### src/rtl/rob_pkg.sv
`timescale 1ns/1ps
package rob_pkg;
  typedef enum logic [1:0] {
    KIND_REG    = 2'd0,
    KIND_STORE  = 2'd1,
    KIND_BRANCH = 2'd2,
    KIND_RSVD   = 2'd3
  } kind_e;
endpackage

### src/rtl/rob_ptr_ctrl.sv
`timescale 1ns/1ps
module rob_ptr_ctrl #(
  parameter int unsigned DEPTH = 16,
  localparam int unsigned TAG_W = $clog2(DEPTH),
  localparam int unsigned CNT_W = $clog2(DEPTH + 1)
) (
  input  logic             clk_i,
  input  logic             rst_ni,
  input  logic             alloc_i,
  input  logic             retire_i,
  input  logic             flush_i,
  output logic [TAG_W-1:0] head_o,
  output logic [TAG_W-1:0] tail_o,
  output logic [CNT_W-1:0] count_o,
  output logic             full_o
);

  logic [TAG_W-1:0] head_q, tail_q;
  logic [CNT_W-1:0] count_q;

  function automatic logic [TAG_W-1:0] bump(input logic [TAG_W-1:0] p);
    return (p == TAG_W'(DEPTH - 1)) ? '0 : p + 1'b1;
  endfunction

  always_ff @(posedge clk_i or negedge rst_ni) begin
    if (!rst_ni) begin
      head_q  <= '0;
      tail_q  <= '0;
      count_q <= '0;
    end else if (flush_i) begin
      head_q  <= '0;
      tail_q  <= '0;
      count_q <= '0;
    end else begin
      if (alloc_i)  tail_q <= bump(tail_q);
      if (retire_i) head_q <= bump(head_q);
      case ({alloc_i, retire_i})
        2'b10:   count_q <= count_q + 1'b1;
        2'b01:   count_q <= count_q - 1'b1;
        default: count_q <= count_q;
      endcase
    end
  end

  assign head_o  = head_q;
  assign tail_o  = tail_q;
  assign count_o = count_q;
  assign full_o  = (count_q == CNT_W'(DEPTH));

  a_r9_no_overflow: assert property (@(posedge clk_i) disable iff (!rst_ni)
    alloc_i |-> (count_q < CNT_W'(DEPTH)));

  a_r9_no_underflow: assert property (@(posedge clk_i) disable iff (!rst_ni)
    retire_i |-> (count_q != '0));

  a_r9_ptr_gap: assert property (@(posedge clk_i) disable iff (!rst_ni)
    ((int'(tail_q) - int'(head_q) + int'(DEPTH)) % int'(DEPTH))
      == (int'(count_q) % int'(DEPTH)));

  a_r7_flush_restart: assert property (@(posedge clk_i) disable iff (!rst_ni)
    flush_i |=> (count_q == '0 && head_q == '0 && tail_q == '0));

endmodule

### src/rtl/rob_entries.sv
`timescale 1ns/1ps
module rob_entries
  import rob_pkg::*;
#(
  parameter int unsigned DEPTH  = 16,
  parameter int unsigned REG_W  = 5,
  parameter int unsigned DATA_W = 32,
  parameter int unsigned ADDR_W = 16,
  localparam int unsigned TAG_W = $clog2(DEPTH)
) (
  input  logic              clk_i,
  input  logic              rst_ni,
  input  logic              flush_i,
  input  logic              alloc_i,
  input  logic [TAG_W-1:0]  tail_i,
  input  kind_e             alloc_kind_i,
  input  logic [REG_W-1:0]  alloc_dst_i,
  input  logic [ADDR_W-1:0] alloc_addr_i,
  input  logic              res_valid_i,
  input  logic [TAG_W-1:0]  res_tag_i,
  input  logic [DATA_W-1:0] res_value_i,
  input  logic              res_mispred_i,
  input  logic              retire_i,
  input  logic [TAG_W-1:0]  head_i,
  output logic              head_valid_o,
  output logic              head_done_o,
  output kind_e             head_kind_o,
  output logic [REG_W-1:0]  head_dst_o,
  output logic [ADDR_W-1:0] head_addr_o,
  output logic [DATA_W-1:0] head_value_o,
  output logic              head_mispred_o
);

  logic              valid_q [DEPTH];
  logic              done_q  [DEPTH];
  kind_e             kind_q  [DEPTH];
  logic [REG_W-1:0]  dst_q   [DEPTH];
  logic [ADDR_W-1:0] addr_q  [DEPTH];
  logic [DATA_W-1:0] value_q [DEPTH];
  logic              mis_q   [DEPTH];

  logic res_hit;
  assign res_hit = res_valid_i && (int'(res_tag_i) < int'(DEPTH)) && valid_q[res_tag_i];

  for (genvar i = 0; i < DEPTH; i++) begin : g_slot
    always_ff @(posedge clk_i or negedge rst_ni) begin
      if (!rst_ni) begin
        valid_q[i] <= 1'b0;
        done_q[i]  <= 1'b0;
        kind_q[i]  <= KIND_REG;
        dst_q[i]   <= '0;
        addr_q[i]  <= '0;
        value_q[i] <= '0;
        mis_q[i]   <= 1'b0;
      end else if (flush_i) begin
        valid_q[i] <= 1'b0;
        done_q[i]  <= 1'b0;
      end else begin
        if (retire_i && head_i == TAG_W'(i)) valid_q[i] <= 1'b0;
        if (res_hit && res_tag_i == TAG_W'(i)) begin
          done_q[i]  <= 1'b1;
          value_q[i] <= res_value_i;
          mis_q[i]   <= res_mispred_i;
        end
        // allocation lands on a free slot and wins over anything above
        if (alloc_i && tail_i == TAG_W'(i)) begin
          valid_q[i] <= 1'b1;
          done_q[i]  <= 1'b0;
          kind_q[i]  <= alloc_kind_i;
          dst_q[i]   <= alloc_dst_i;
          addr_q[i]  <= alloc_addr_i;
          mis_q[i]   <= 1'b0;
        end
      end
    end
  end

  assign head_valid_o   = valid_q[head_i];
  assign head_done_o    = done_q[head_i];
  assign head_kind_o    = kind_q[head_i];
  assign head_dst_o     = dst_q[head_i];
  assign head_addr_o    = addr_q[head_i];
  assign head_value_o   = value_q[head_i];
  assign head_mispred_o = mis_q[head_i];

  a_r3_result_marks_done: assert property (@(posedge clk_i) disable iff (!rst_ni)
    (res_hit && !flush_i) |=> done_q[$past(res_tag_i)]);

  a_r3_alloc_into_free: assert property (@(posedge clk_i) disable iff (!rst_ni)
    alloc_i |-> !valid_q[tail_i]);

endmodule

### src/rtl/rob_retire.sv
`timescale 1ns/1ps
module rob_retire
  import rob_pkg::*;
(
  input  logic  head_valid_i,
  input  logic  head_done_i,
  input  kind_e head_kind_i,
  input  logic  head_mispred_i,
  output logic  retire_o,
  output logic  rf_we_o,
  output logic  st_req_o,
  output logic  flush_o
);

  always_comb begin
    retire_o = head_valid_i && head_done_i;
    rf_we_o  = 1'b0;
    st_req_o = 1'b0;
    flush_o  = 1'b0;
    if (retire_o) begin
      unique case (head_kind_i)
        KIND_REG:    rf_we_o  = 1'b1;
        KIND_STORE:  st_req_o = 1'b1;
        KIND_BRANCH: flush_o  = head_mispred_i;
        default:     ;
      endcase
    end
  end

endmodule

### src/rtl/rob_ctrl.sv
`timescale 1ns/1ps
module rob_ctrl
  import rob_pkg::*;
#(
  parameter int unsigned DEPTH  = 16,
  parameter int unsigned REG_W  = 5,
  parameter int unsigned DATA_W = 32,
  parameter int unsigned ADDR_W = 16,
  localparam int unsigned TAG_W = $clog2(DEPTH),
  localparam int unsigned CNT_W = $clog2(DEPTH + 1)
) (
  input  logic              clk_i,
  input  logic              rst_ni,
  input  logic              issue_valid_i,
  input  logic [1:0]        issue_kind_i,
  input  logic [REG_W-1:0]  issue_dst_i,
  input  logic [ADDR_W-1:0] issue_addr_i,
  input  logic              station_free_i,
  output logic              issue_ready_o,
  output logic [TAG_W-1:0]  issue_tag_o,
  input  logic              res_valid_i,
  input  logic [TAG_W-1:0]  res_tag_i,
  input  logic [DATA_W-1:0] res_value_i,
  input  logic              res_mispred_i,
  output logic              rf_we_o,
  output logic [REG_W-1:0]  rf_dst_o,
  output logic [DATA_W-1:0] rf_data_o,
  output logic              st_req_o,
  output logic [ADDR_W-1:0] st_addr_o,
  output logic [DATA_W-1:0] st_data_o,
  output logic              flush_o,
  output logic [CNT_W-1:0]  count_o
);

  logic [TAG_W-1:0]  head, tail;
  logic              full, fire, retire, flush;
  logic              head_valid, head_done, head_mis;
  kind_e             head_kind;
  logic [REG_W-1:0]  head_dst;
  logic [ADDR_W-1:0] head_addr;
  logic [DATA_W-1:0] head_value;

  assign issue_ready_o = station_free_i && !full && !flush;
  assign fire          = issue_valid_i && issue_ready_o;
  assign issue_tag_o   = tail;

  rob_ptr_ctrl #(.DEPTH(DEPTH)) u_ptrs (
    .clk_i    (clk_i),
    .rst_ni   (rst_ni),
    .alloc_i  (fire),
    .retire_i (retire),
    .flush_i  (flush),
    .head_o   (head),
    .tail_o   (tail),
    .count_o  (count_o),
    .full_o   (full)
  );

  rob_entries #(
    .DEPTH(DEPTH), .REG_W(REG_W), .DATA_W(DATA_W), .ADDR_W(ADDR_W)
  ) u_entries (
    .clk_i          (clk_i),
    .rst_ni         (rst_ni),
    .flush_i        (flush),
    .alloc_i        (fire),
    .tail_i         (tail),
    .alloc_kind_i   (kind_e'(issue_kind_i)),
    .alloc_dst_i    (issue_dst_i),
    .alloc_addr_i   (issue_addr_i),
    .res_valid_i    (res_valid_i),
    .res_tag_i      (res_tag_i),
    .res_value_i    (res_value_i),
    .res_mispred_i  (res_mispred_i),
    .retire_i       (retire),
    .head_i         (head),
    .head_valid_o   (head_valid),
    .head_done_o    (head_done),
    .head_kind_o    (head_kind),
    .head_dst_o     (head_dst),
    .head_addr_o    (head_addr),
    .head_value_o   (head_value),
    .head_mispred_o (head_mis)
  );

  rob_retire u_retire (
    .head_valid_i   (head_valid),
    .head_done_i    (head_done),
    .head_kind_i    (head_kind),
    .head_mispred_i (head_mis),
    .retire_o       (retire),
    .rf_we_o        (rf_we_o),
    .st_req_o       (st_req_o),
    .flush_o        (flush)
  );

  assign flush_o   = flush;
  assign rf_dst_o  = head_dst;
  assign rf_data_o = head_value;
  assign st_addr_o = head_addr;
  assign st_data_o = head_value;

  a_r5_one_action: assert property (@(posedge clk_i) disable iff (!rst_ni)
    $onehot0({rf_we_o, st_req_o, flush_o}));

  a_r4_head_live: assert property (@(posedge clk_i) disable iff (!rst_ni)
    (count_o != '0) |-> head_valid);

  a_r4_empty_quiet: assert property (@(posedge clk_i) disable iff (!rst_ni)
    (count_o == '0) |-> !(rf_we_o || st_req_o || flush_o));

  a_r7_flush_refuses_issue: assert property (@(posedge clk_i) disable iff (!rst_ni)
    flush_o |=> (count_o == '0 && issue_tag_o == '0));

endmodule

### config.mk
export PLATFORM = sky130hd
export DESIGN_NAME = rob_ctrl
export DESIGN_NICKNAME = d
export VERILOG_FILES = /design/src/rtl/rob_pkg.sv /design/src/rtl/rob_ptr_ctrl.sv /design/src/rtl/rob_entries.sv /design/src/rtl/rob_retire.sv /design/src/rtl/rob_ctrl.sv
export SDC_FILE = /design/constraint.sdc
export NUM_CORES = 1
export LEC_CHECK = 0
export BUFFER_PORTS_ARGS = -buffer_cell sky130_fd_sc_hd__buf_2
export CAP_MARGIN = 20
export CORE_MARGIN = 4
export CORE_UTILIZATION = 35
export CTS_BUF_LIST = sky130_fd_sc_hd__clkbuf_2 sky130_fd_sc_hd__clkbuf_4 sky130_fd_sc_hd__clkbuf_8
export DETAILED_ROUTE_END_ITERATION = 8
export GPL_ROUTABILITY_DRIVEN = 0
export GPL_TIMING_DRIVEN = 0
export PLACE_DENSITY = 0.59
export SLEW_MARGIN = 10
export SYNTH_ARGS = -nofsm -noshare
export SYNTH_HDL_FRONTEND = slang
export SYNTH_SLANG_ARGS = --single-unit
### constraint.sdc
create_clock -name clk_i -period 8.35 [get_ports clk_i]
set_input_delay 0.835 -clock clk_i [delete_from_list [all_inputs] [get_ports clk_i]]
set_output_delay 0.835 -clock clk_i [all_outputs]
set_load 0.01 [all_outputs]
# Word level (Yosys, flattened, before mapping)
# Index checks and enable logic that the tools add are counted.
[word_totals] regBits=941 latch_bits=0 ramBits=0 rom_bits=0 in_bits=65 out_inout_bits=98 wordCells=498 mem_count=0
[classes] n_addsub=4 n_mul=0 n_div=0 magnitude_cmp=2 n_eq_ne=50 shifts=0 mux=166 bitwise_logic=3 n_reduce_logical=158
[ops] cell="1-bit two-way mux" count=142
[ops] cell="32-bit binary-select mux with 4-bit select" count=1
[ops] cell="3-bit nonzero test" count=33
[ops] cell="4-bit equality test (second input constant)" count=24
[ops] cell="2-bit AND reduction" count=48
[ops] cell="16-bit binary-select mux with 4-bit select" count=1
[ops] cell="32-bit two-way mux" count=2
[ops] cell="1-bit logical AND" count=53
[ops] cell="4-bit by 3-bit equality test with 1-bit output (second input constant)" count=12
[ops] cell="2-bit nonzero test" count=18
[ops] cell="16-bit two-way mux" count=2
[ops] cell="4-bit by 2-bit equality test with 1-bit output (second input constant)" count=6
[ops] cell="4-bit two-way mux" count=6
[ops] cell="5-bit binary-select mux with 4-bit select" count=1
[ops] cell="1-bit binary-select mux with 4-bit select" count=4
[ops] cell="5-bit two-way mux" count=3
[ops] cell="4-bit by 1-bit equality test with 1-bit output (second input constant)" count=3
[ops] cell="4-bit logical NOT" count=3
[ops] cell="5-bit >= comparator (second input constant)" count=2
[ops] cell="4-bit NOT with 5-bit output" count=2
[ops] cell="5-bit one-hot mux with 2 select lines" count=1
[ops] cell="4-bit by 1-bit adder with 4-bit output (second input constant)" count=2
[ops] cell="2-bit binary-select mux with 4-bit select" count=1
[ops] cell="5-bit by 1-bit adder with 5-bit output (second input constant)" count=1
[ops] cell="8 further kinds" count=12

# Depth between registers and ports, before layout
# Gate-level depths: netlist of run 1.
[logic_depth] word_depth=13 ltp_mapped=18 depth_no_buf=13

# Cells and area by module
# From an unflattened synthesis of run 1, not the netlist that was laid out.
[unflattened] hier_cells=2800 hier_area_um2=43063.8
[modules_own_cells] mod="rob_entries" n_inst=1 cells_each=2676 area_each_um2=41965.2
[modules_own_cells] mod="rob_ptr_ctrl" n_inst=1 cells_each=84 area_each_um2=797.0
[modules_own_cells] mod="rob_ctrl" n_inst=1 cells_each=34 area_each_um2=260.2
[modules_own_cells] mod="rob_retire" n_inst=1 cells_each=6 area_each_um2=41.3

# Worst setup path before layout of run 1
# OpenSTA, ideal clock, no wires.
[synth_timing] path_type="register to output" startpoint="register u_ptrs.head_q[0] (netlist: u_ptrs.head_o[0])" endpoint="output st_data_o[0]" arrival_time_ns=3.023 setup_slack_ns=4.492 path_stages_with_launch=9 n_path_buf=6 cell_sequence="dfrtp_1 buf_6 buf_6 clkbuf_1 buf_2 buf_1 mux4_2 mux4_2 buf_4"
[synth_via] elab_chain_cells=4
[synth_lines] element="start, declared" line="rob_ptr_ctrl.sv:18" rtl="logic [TAG_W-1:0] head_q, tail_q;"
[synth_lines] element="start signal, assigned" line="rob_ptr_ctrl.sv:36" rtl="if (retire_i) head_q <= bump(head_q);"
[synth_lines] element="4-bit NOT with 5-bit output (implied by the code)" line="rob_entries.sv:83" rtl="assign head_value_o = value_q[head_i];"
[synth_lines] element="32-bit binary-select mux with 4-bit select" line="rob_entries.sv:83"
[synth_lines] element="32-bit two-way mux (implied by the code) (2 in series)" line="rob_entries.sv:83"
[synth_lines] element="end, declared" line="rob_ctrl.sv:30" rtl="output logic [DATA_W-1:0] st_data_o,"
# Every way passes these cells. The select of a mux whose other input is x is not followed.

# Final worst setup path of run 1
[layout_timing] startpoint="register u_ptrs.head_q[0] (netlist: u_ptrs.head_o[0])" endpoint="output st_data_o[20]"
# Same word-level chain as after synthesis.

==> metrics.md, run 1 <==
| Metric | Value |
|---|---|
| Fin worst setup slack | `2.149 ns` |
| R2r startpoint | `u_ptrs.head_o[0]$_DFFE_PN0P_` |
| Crit. End Element | `primary output` |
| CP Data Required Time | `7.52 ns` |
| Sequential area share after synthesis | `between 50% and 60%` |
| Hold Fails Final Rpt | `0` |
| Synth Area per Inst | `15.85 um^2` |
| Layout area overhead | `15.25%` |
| Post-synth top area share | `54.03%` |
| Die area | `130200 um^2` |
| PD cells | `384.1 nW/um^2` |
| Initial antenna violation count | `16` |
| Leak | `22.42 nW` |
| Largest net degree at the start of global routing | `145` |
| Asr flop ratio synth | `100.0%` |
| DP Cell Count | `4564` |
| Hold Path Class | `primary input to flop` |
| CTS tree | `built` |
| Place WS | `2.891 ns` |
| Routed Wire Length | `117700 um` |
| Global route overflow | `0` |
| Horiz. Die Dim | `360.9 um` |
| RSZ-0062 raised after global routing | `no` |
| Skew-Pair Late Insertion Delay | `0.87 ns` |
| Vias | `25689` |
| Design area | `50230 um^2` |
| Yosys top cell by area | `dfrtp_1` |
| Die Ht | `360.9 um` |
| Share of layout cells above drive strength 1 | `45.95%` |
| Final Cycle Share | `74.27%` |
| Postcts setup bufs | `0` |
| Final net count | `3175` |
| 1st-iter DRT viols | `1599` |
| Wirelength per Cell | `24.24 um` |
| Syn nets | `2826` |
| Placed Area | `around 47000 um^2` |
| Crit path from | `u_ptrs.head_o[0]$_DFFE_PN0P_` |
| First-pass GRT wire length | `178500 um` |
| Worst hold start | `issue_addr_i[15]` |
| Worst slew pin tran | `1.157 ns` |
| Final setup violating endpoints | `0` |
| Library cells used by synthesis | `57` |
| Core ar. | `123600 um^2` |
| Most frequent cell after synthesis | `dfrtp_1` |
| Io pins | `163` |
| Hpwl dp | `78430 um` |
| Vias in the first global route | `around 27000` |
| Synthesized flop and latch total | `941` |
| Slew headroom | `a little under a quarter` |
| Yosys warns | `0` |
| Fillcell total | `11616` |
| Tmin final | `about 6.2 ns` |
| Starting Density | `35.25%` |
| Mapped Area | `between 40000 and 50000 um^2` |
| Clock root buffer | `clkbuf_8` |
| Setup Skew | `0.05776 ns` |
| Remaining antenna violation count | `0` |
| Port bufs | `160` |
| Number of enable flip-flop cells after synthesis | `0` |
| Post_cts resized | `0` |
| Row count | `approximately 130` |
| Number of max-cap violations | `0` |
| Max Buffers Root-to-Sink | `3` |
| First-pass DRT Iterations | `5` |
| Worst Path Arrival | `5.37 ns` |
| Primary FF master, synth | `dfrtp_1` |
| Commonest cells post-synth | `dfrtp_1 (941), mux2_2 (571), mux2_1 (311)` |
| Cts bufs inserted | `about 160` |
| Worst setup SP type | `flop` |
| Clock sinks | `941` |
| Clock-pin transition on the worst setup and hold timing paths | `0.06 ns` |
| Final Slew Violations | `0` |
| Syn Inst Count | `~2700` |
| FMAX | `around 160 MHz` |
| H-tree levels | `4` |
| Setup TNS | `0 ns` |
| CP Max Fanout | `10` |
| GRT Overall Usage | `18.14%` |
| Ranking of synthesized cells by area | `dfrtp_1 (54%), mux2_2 (15%), mux4_2 (15%)` |
| Max IR drop VDD | `approximately 0.00017 V` |
| Crit Path Class | `flop to primary output` |
| Fin cells | `4856` |
| Routed vias/inst | `approximately 5.3` |
| Power, Total | `19.29 mW` |
| DRC viols | `0` |
| Outcome | `finished, final reports clean` |
[through the flow]
| step | hold slack [ns] | util, % |
|---|---|---|
| floorplan | 0.4524 | - |
| global placement | 0.4617 | 37.55 |
| detailed placement | 0.4686 | 37.84 |
| CTS | 0.1933 | 40.53 |
| global route | 0.2320 | 40.61 |
| finish | 0.3002 | 40.63 |
[logic make-up after synthesis]
group,after synthesis,share of synthesized area (%)
buf+inv,299,3.419
flops,941,54.03
fa+ha+maj,12,0.3617
simple gates,138,1.593
mux,1165,37.36
compound gates,190,3.155
xor+xnor,4,0.08040
[registers in the layout, indices dropped and copies added (netlist names)]
signal             flops
u_ptrs.count_o         5
u_entries.addr_q     256
u_ptrs.head_o          4
u_ptrs.tail_o          4
u_entries.valid_q     16
u_entries.kind_q      32
u_entries.done_q      16
u_entries.mis_q       16
u_entries.value_q    512
u_entries.dst_q       80
[worst max-delay path, cell delays in order (launching register included)]
cell and delay (ns):
dfrtp_1 0.39, buf_6 0.23, buf_6 0.20, clkbuf_1 0.70, clkbuf_1 0.67, buf_1 0.83, mux4_2 0.62, mux4_2 0.54
buf_4 0.16, buf_2 0.13
[area by class of cell]
cell class	count	area (um^2)	share of cell area [%]
Multi-Input combinational cell	1509	18540	36.92
Sequential cell	941	23550	46.88
Tap cell	1637	2048	4.078
Clock inverter	25	246.5	0.4907
Inverter	26	97.59	0.1943
Clock buffer	248	3069	6.110
Buffer	273	1396	2.780
Timing Repair Buffer	188	1257	2.503
Antenna cell	9	22.52	0.04484
[repair_timing]
| item | CTS | global route |
|---|---|---|
| setup endpoints to repair | 0 | 0 |
| endpoints found under the hold margin | 88 | 0 |
| hold buffers | 1 | 0 |
[cells in the final DEF, fill, tap and decap left out, types with 16 or more instances in the layout]
master,n
nand2_1,41
buf_1,17
clkbuf_1,120
o211ai_1,19
a31oi_1,17
nor2_1,16
buf_2,225
a21oi_1,58
clkbuf_4,55
mux2_1,311
mux4_2,281
inv_1,25
buf_6,18
dfrtp_1,941
clkbuf_8,193
mux2_2,571
nand3_1,24
o22ai_1,16
buf_4,65
nor3_1,18
[per-layer routing]
layer  vias up  global-route usage [%]  share of wire (%)
li1      11029                       -                  -
met1     13810                   24.70                 44
met2       652                   29.03                 48
met3       190                   4.652                5.8
met4         8                   4.765                2.2
met5         -                       0              0.047
[final timing paths]
kind                       cells past startpoint                                end  slack [ns]
hold / removal                                 2  u_entries.addr_q[191]$_DFFE_PN0P_        0.30
setup / recovery                               9                      st_data_o[20]        2.15
min in group asynchronous                      2  u_entries.value_q[81]$_DFFE_PN0P_        0.56
setup reg to reg                              16      u_ptrs.count_o[4]$_DFFE_PN0P_        3.68
max in group asynchronous                      6  u_entries.addr_q[109]$_DFFE_PN0P_        5.08
hold reg to reg                                1  u_entries.addr_q[214]$_DFFE_PN0P_        0.48
[power by group]
group	internal (mW)	leakage (nW)	switching [mW]
clock	2.42	1.76	1.88
combinational	4.04	8.65	3.57
sequential	6.45	12.0	0.930
(Power assumes the default switching activity.)
==> run 2, diff against run 1 <==
Settings changed: ABC_AREA set to 1.
Clock period 8.35 ns to 6.4 ns, I/O delays scaled along.
==> metrics.md, run 2 <==
| Metric | Value |
|---|---|
| Commonest cells post-synth | `nand2_1 (1270), o21ai_0 (1255), dfrtp_1 (941)` |
| Largest net degree at the start of global routing | `147 (+1.4%)` |
| Hpwl dp | `116900 um (+49%)` |
| Synth Area per Inst | `8.310 um^2 (-48%)` |
| DRC viols | `0 (unchanged)` |
| Io pins | `163 (unchanged)` |
| Worst Path Arrival | `5.67 ns (+0.30 ns)` |
| FMAX | `158.6 MHz` |
| Core ar. | `120300 um^2 (-2.7%)` |
| Hold Path Class | `primary input to flop` |
| Sequential area share after synthesis | `55.35% (+1.3 points)` |
| Layout area overhead | `15.49%` |
| Worst slew pin tran | `1.225 ns (+0.06775 ns)` |
| Clock root buffer | `clkbuf_8` |
| Most common cell after layout, fill and taps aside | `nand2_1` |
| Worst setup SP type | `flop` |
| Die Ht | `356.6 um (-1.2%)` |
| Vias | `39558 (+54%)` |
| Routed Wire Length | `166900 um (+42%)` |
| Mapped Area | `42540 um^2 (-2.4%)` |
| Final setup violating endpoints | `0 (unchanged)` |
| Grt met2 use | `39.01% (+10 points)` |
| Library cells used by synthesis | `34 (-40%)` |
| Largest reg by FF count | `u_entries.value_q` |
| H-tree levels | `4 (unchanged)` |
| Crit Path Class | `flop to primary output` |
| First-pass DRT Iterations | `6 (+1)` |
| Port bufs | `162 (+1.3%)` |
| Max reg flops | `512 (unchanged)` |
| Ranking of synthesized cells by area | `dfrtp_1 (55%), o21ai_0 (15%), nand2_1 (11%)` |
| Syn Inst Count | `5119 (+86%)` |
| Global route overflow | `0 (unchanged)` |
| Hold Fails Final Rpt | `0 (unchanged)` |
| Yosys warns | `0 (unchanged)` |
| Postcts setup bufs | `0 (unchanged)` |
| Outcome | `finished, final reports clean` |
| Final net count | `5530 (+74%)` |
| Asr flop ratio synth | `100.0% (unchanged)` |
| Most Crowded Layer GR | `met2` |
| Remaining antenna violation count | `0 (unchanged)` |
| Post-synth top area share | `55.35% (+1.3 points)` |
| CP Data Required Time | `5.76 ns (-1.76 ns)` |
| Slew headroom | `18.35% (-4.5 points)` |
| Final Slew Violations | `0 (unchanged)` |
| First-pass GRT wire length | `248500 um (+39%)` |
| Largest registers | `u_entries.value_q (512), u_entries.addr_q (256), u_entries.dst_q (80)` |
| Wirelength per Cell | `23.20 um (-4.3%)` |
| Most frequent cell after synthesis | `nand2_1` |
| Leak | `22.90 nW (+2.1%)` |
| Starting Density | `35.37% (+0.12 points)` |
| Share of layout cells above drive strength 1 | `12.05% (-34 points)` |
| Number of max-cap violations | `0 (unchanged)` |
| 1st-iter DRT viols | `4540 (+180%)` |
| Vias in the first global route | `38615 (+41%)` |
| Commonest non-fill, non-tap cells in the layout | `nand2_1 (1270), o21ai_0 (1255), dfrtp_1 (941)` |
| Global-route met3 utilization | `5.628% (+0.98 points)` |
| Setup Skew | `0.04429 ns (-0.01347 ns)` |
| Clock sinks | `941 (unchanged)` |
| Cts bufs inserted | `157 (-1.3%)` |
| Tmin final | `6.307 ns` |
| PD cells | `521.1 nW/um^2 (+36%)` |
| Row count | `127 (-1.6%)` |
| Final core occ | `40.84% (+0.22 points)` |
| Setup TNS | `0 ns (unchanged)` |
| Clock-pin transition on the worst setup and hold timing paths | `0.06 ns (about the same)` |
| Primary FF master, synth | `dfrtp_1` |
| Max Buffers Root-to-Sink | `3 (unchanged)` |
| CTS tree | `built` |
| RSZ-0062 raised after global routing | `no` |
| Crit. End Element | `primary output` |
| Syn nets | `5196 (+84%)` |
| Die area | `127200 um^2 (-2.3%)` |
| CP Max Fanout | `10 (unchanged)` |
| Initial antenna violation count | `5 (-11)` |
| Yosys top cell by area | `dfrtp_1` |
| Max IR drop VDD | `0.0002327 V (+34%)` |
| Routed vias/inst | `5.500 (+4.0%)` |
| Number of enable flip-flop cells after synthesis | `0 (unchanged)` |
| Met1 Use GR | `34.52% (+9.8 points)` |
| Skew-Pair Late Insertion Delay | `0.86 ns (about the same)` |
| Final Cycle Share | `around 99%` |
| Horiz. Die Dim | `356.6 um (-1.2%)` |
| GRT Overall Usage | `25.88% (+7.7 points)` |
| Synthesized flop and latch total | `941 (unchanged)` |
-- run 2: worst paths after layout --
kind | startpoint | end | slack (ns) | depth (start not counted)
worst max-delay path | u_ptrs.head_o[0]$_DFFE_PN0P_ | st_data_o[0] | 0.09 | 14
worst min-delay path | issue_addr_i[10] | u_entries.addr_q[154]$_DFFE_PN0P_ | 0.14 | 3
worst max register to register | u_ptrs.head_o[0]$_DFFE_PN0P_ | u_entries.valid_q[7]$_DFFE_PN0P_ | 2.28 | 10
worst min register to register | u_entries.value_q[321]$_DFFE_PN0P_ | u_entries.value_q[321]$_DFFE_PN0P_ | 0.48 | 2
max in group asynchronous | rst_ni | u_entries.addr_q[114]$_DFFE_PN0P_ | 3.27 | 6
min in group asynchronous | rst_ni | u_entries.value_q[294]$_DFFE_PN0P_ | 0.29 | 2
-- run 2: metrics by stage --
stage	cells	area, um^2	power, mW	hold slack, ns	setup WS (ns)
after global routing	7191	49130	27.17	0.1410	0.04290
after CTS	7187	49100	25.47	0.08799	0.1553
after detailed placement	6902	45610	19.58	0.4673	1.087
final	7192	49130	25.60	0.1426	0.09305
after global placement	6893	45370	19.41	0.4606	-16.66
after floorplan	5119	42540	15.32	0.3444	3.502
-- run 2: power breakdown --
group,internal (mW),switching (mW)
sequential,8.10,1.15
clock,3.29,2.60
combinational,3.41,7.05
-- run 2: what timing repair did --
item,CTS,global route
endpoints found under the hold margin,48,0
hold buffers,2,0
resized for setup,0,0
-- run 2: critical path, stage by stage, from the launching register on --
cell and delay (ns):
dfrtp_1 0.37, buf_4 0.17, buf_6 0.16, buf_6 0.17, buf_2 0.60, clkbuf_1 0.73, clkbuf_1 0.53, buf_6 0.27
clkbuf_1 0.76, nor2_1 0.11, o22ai_1 0.19, nand2_1 0.08, nand4_1 0.36, buf_4 0.18, buf_2 0.12
-- run 2: logic make-up after synthesis --
group           synth area share, %
fa+ha+maj                    0.3706
flops                         55.35
xor+xnor                    0.08237
simple gates                  17.56
compound gates                19.87
buf+inv                       6.768
-- run 2: cell type report --
| type | count | area, um^2 |
|---|---|---|
| diodes | 3 | 7.507 |
| plain buffers | 464 | 2255 |
| clock buffers | 257 | 3243 |
| clock inverters | 26 | 227.7 |
| fillers | 12356 | 71160 |
| inverters | 165 | 626.9 |
| multi-input cells | 3549 | 16110 |
| flip-flops and latches | 941 | 23550 |
| well taps | 1612 | 2017 |
| repair buffers | 175 | 1091 |
-- run 2: layer usage --
metal | up-vias | part of all wire, %
met3 | 464 | 8.8
met1 | 19496 | 41
met5 | - | 0.018
met2 | 1905 | 44
li1 | 17689 | -
met4 | 4 | 6.0
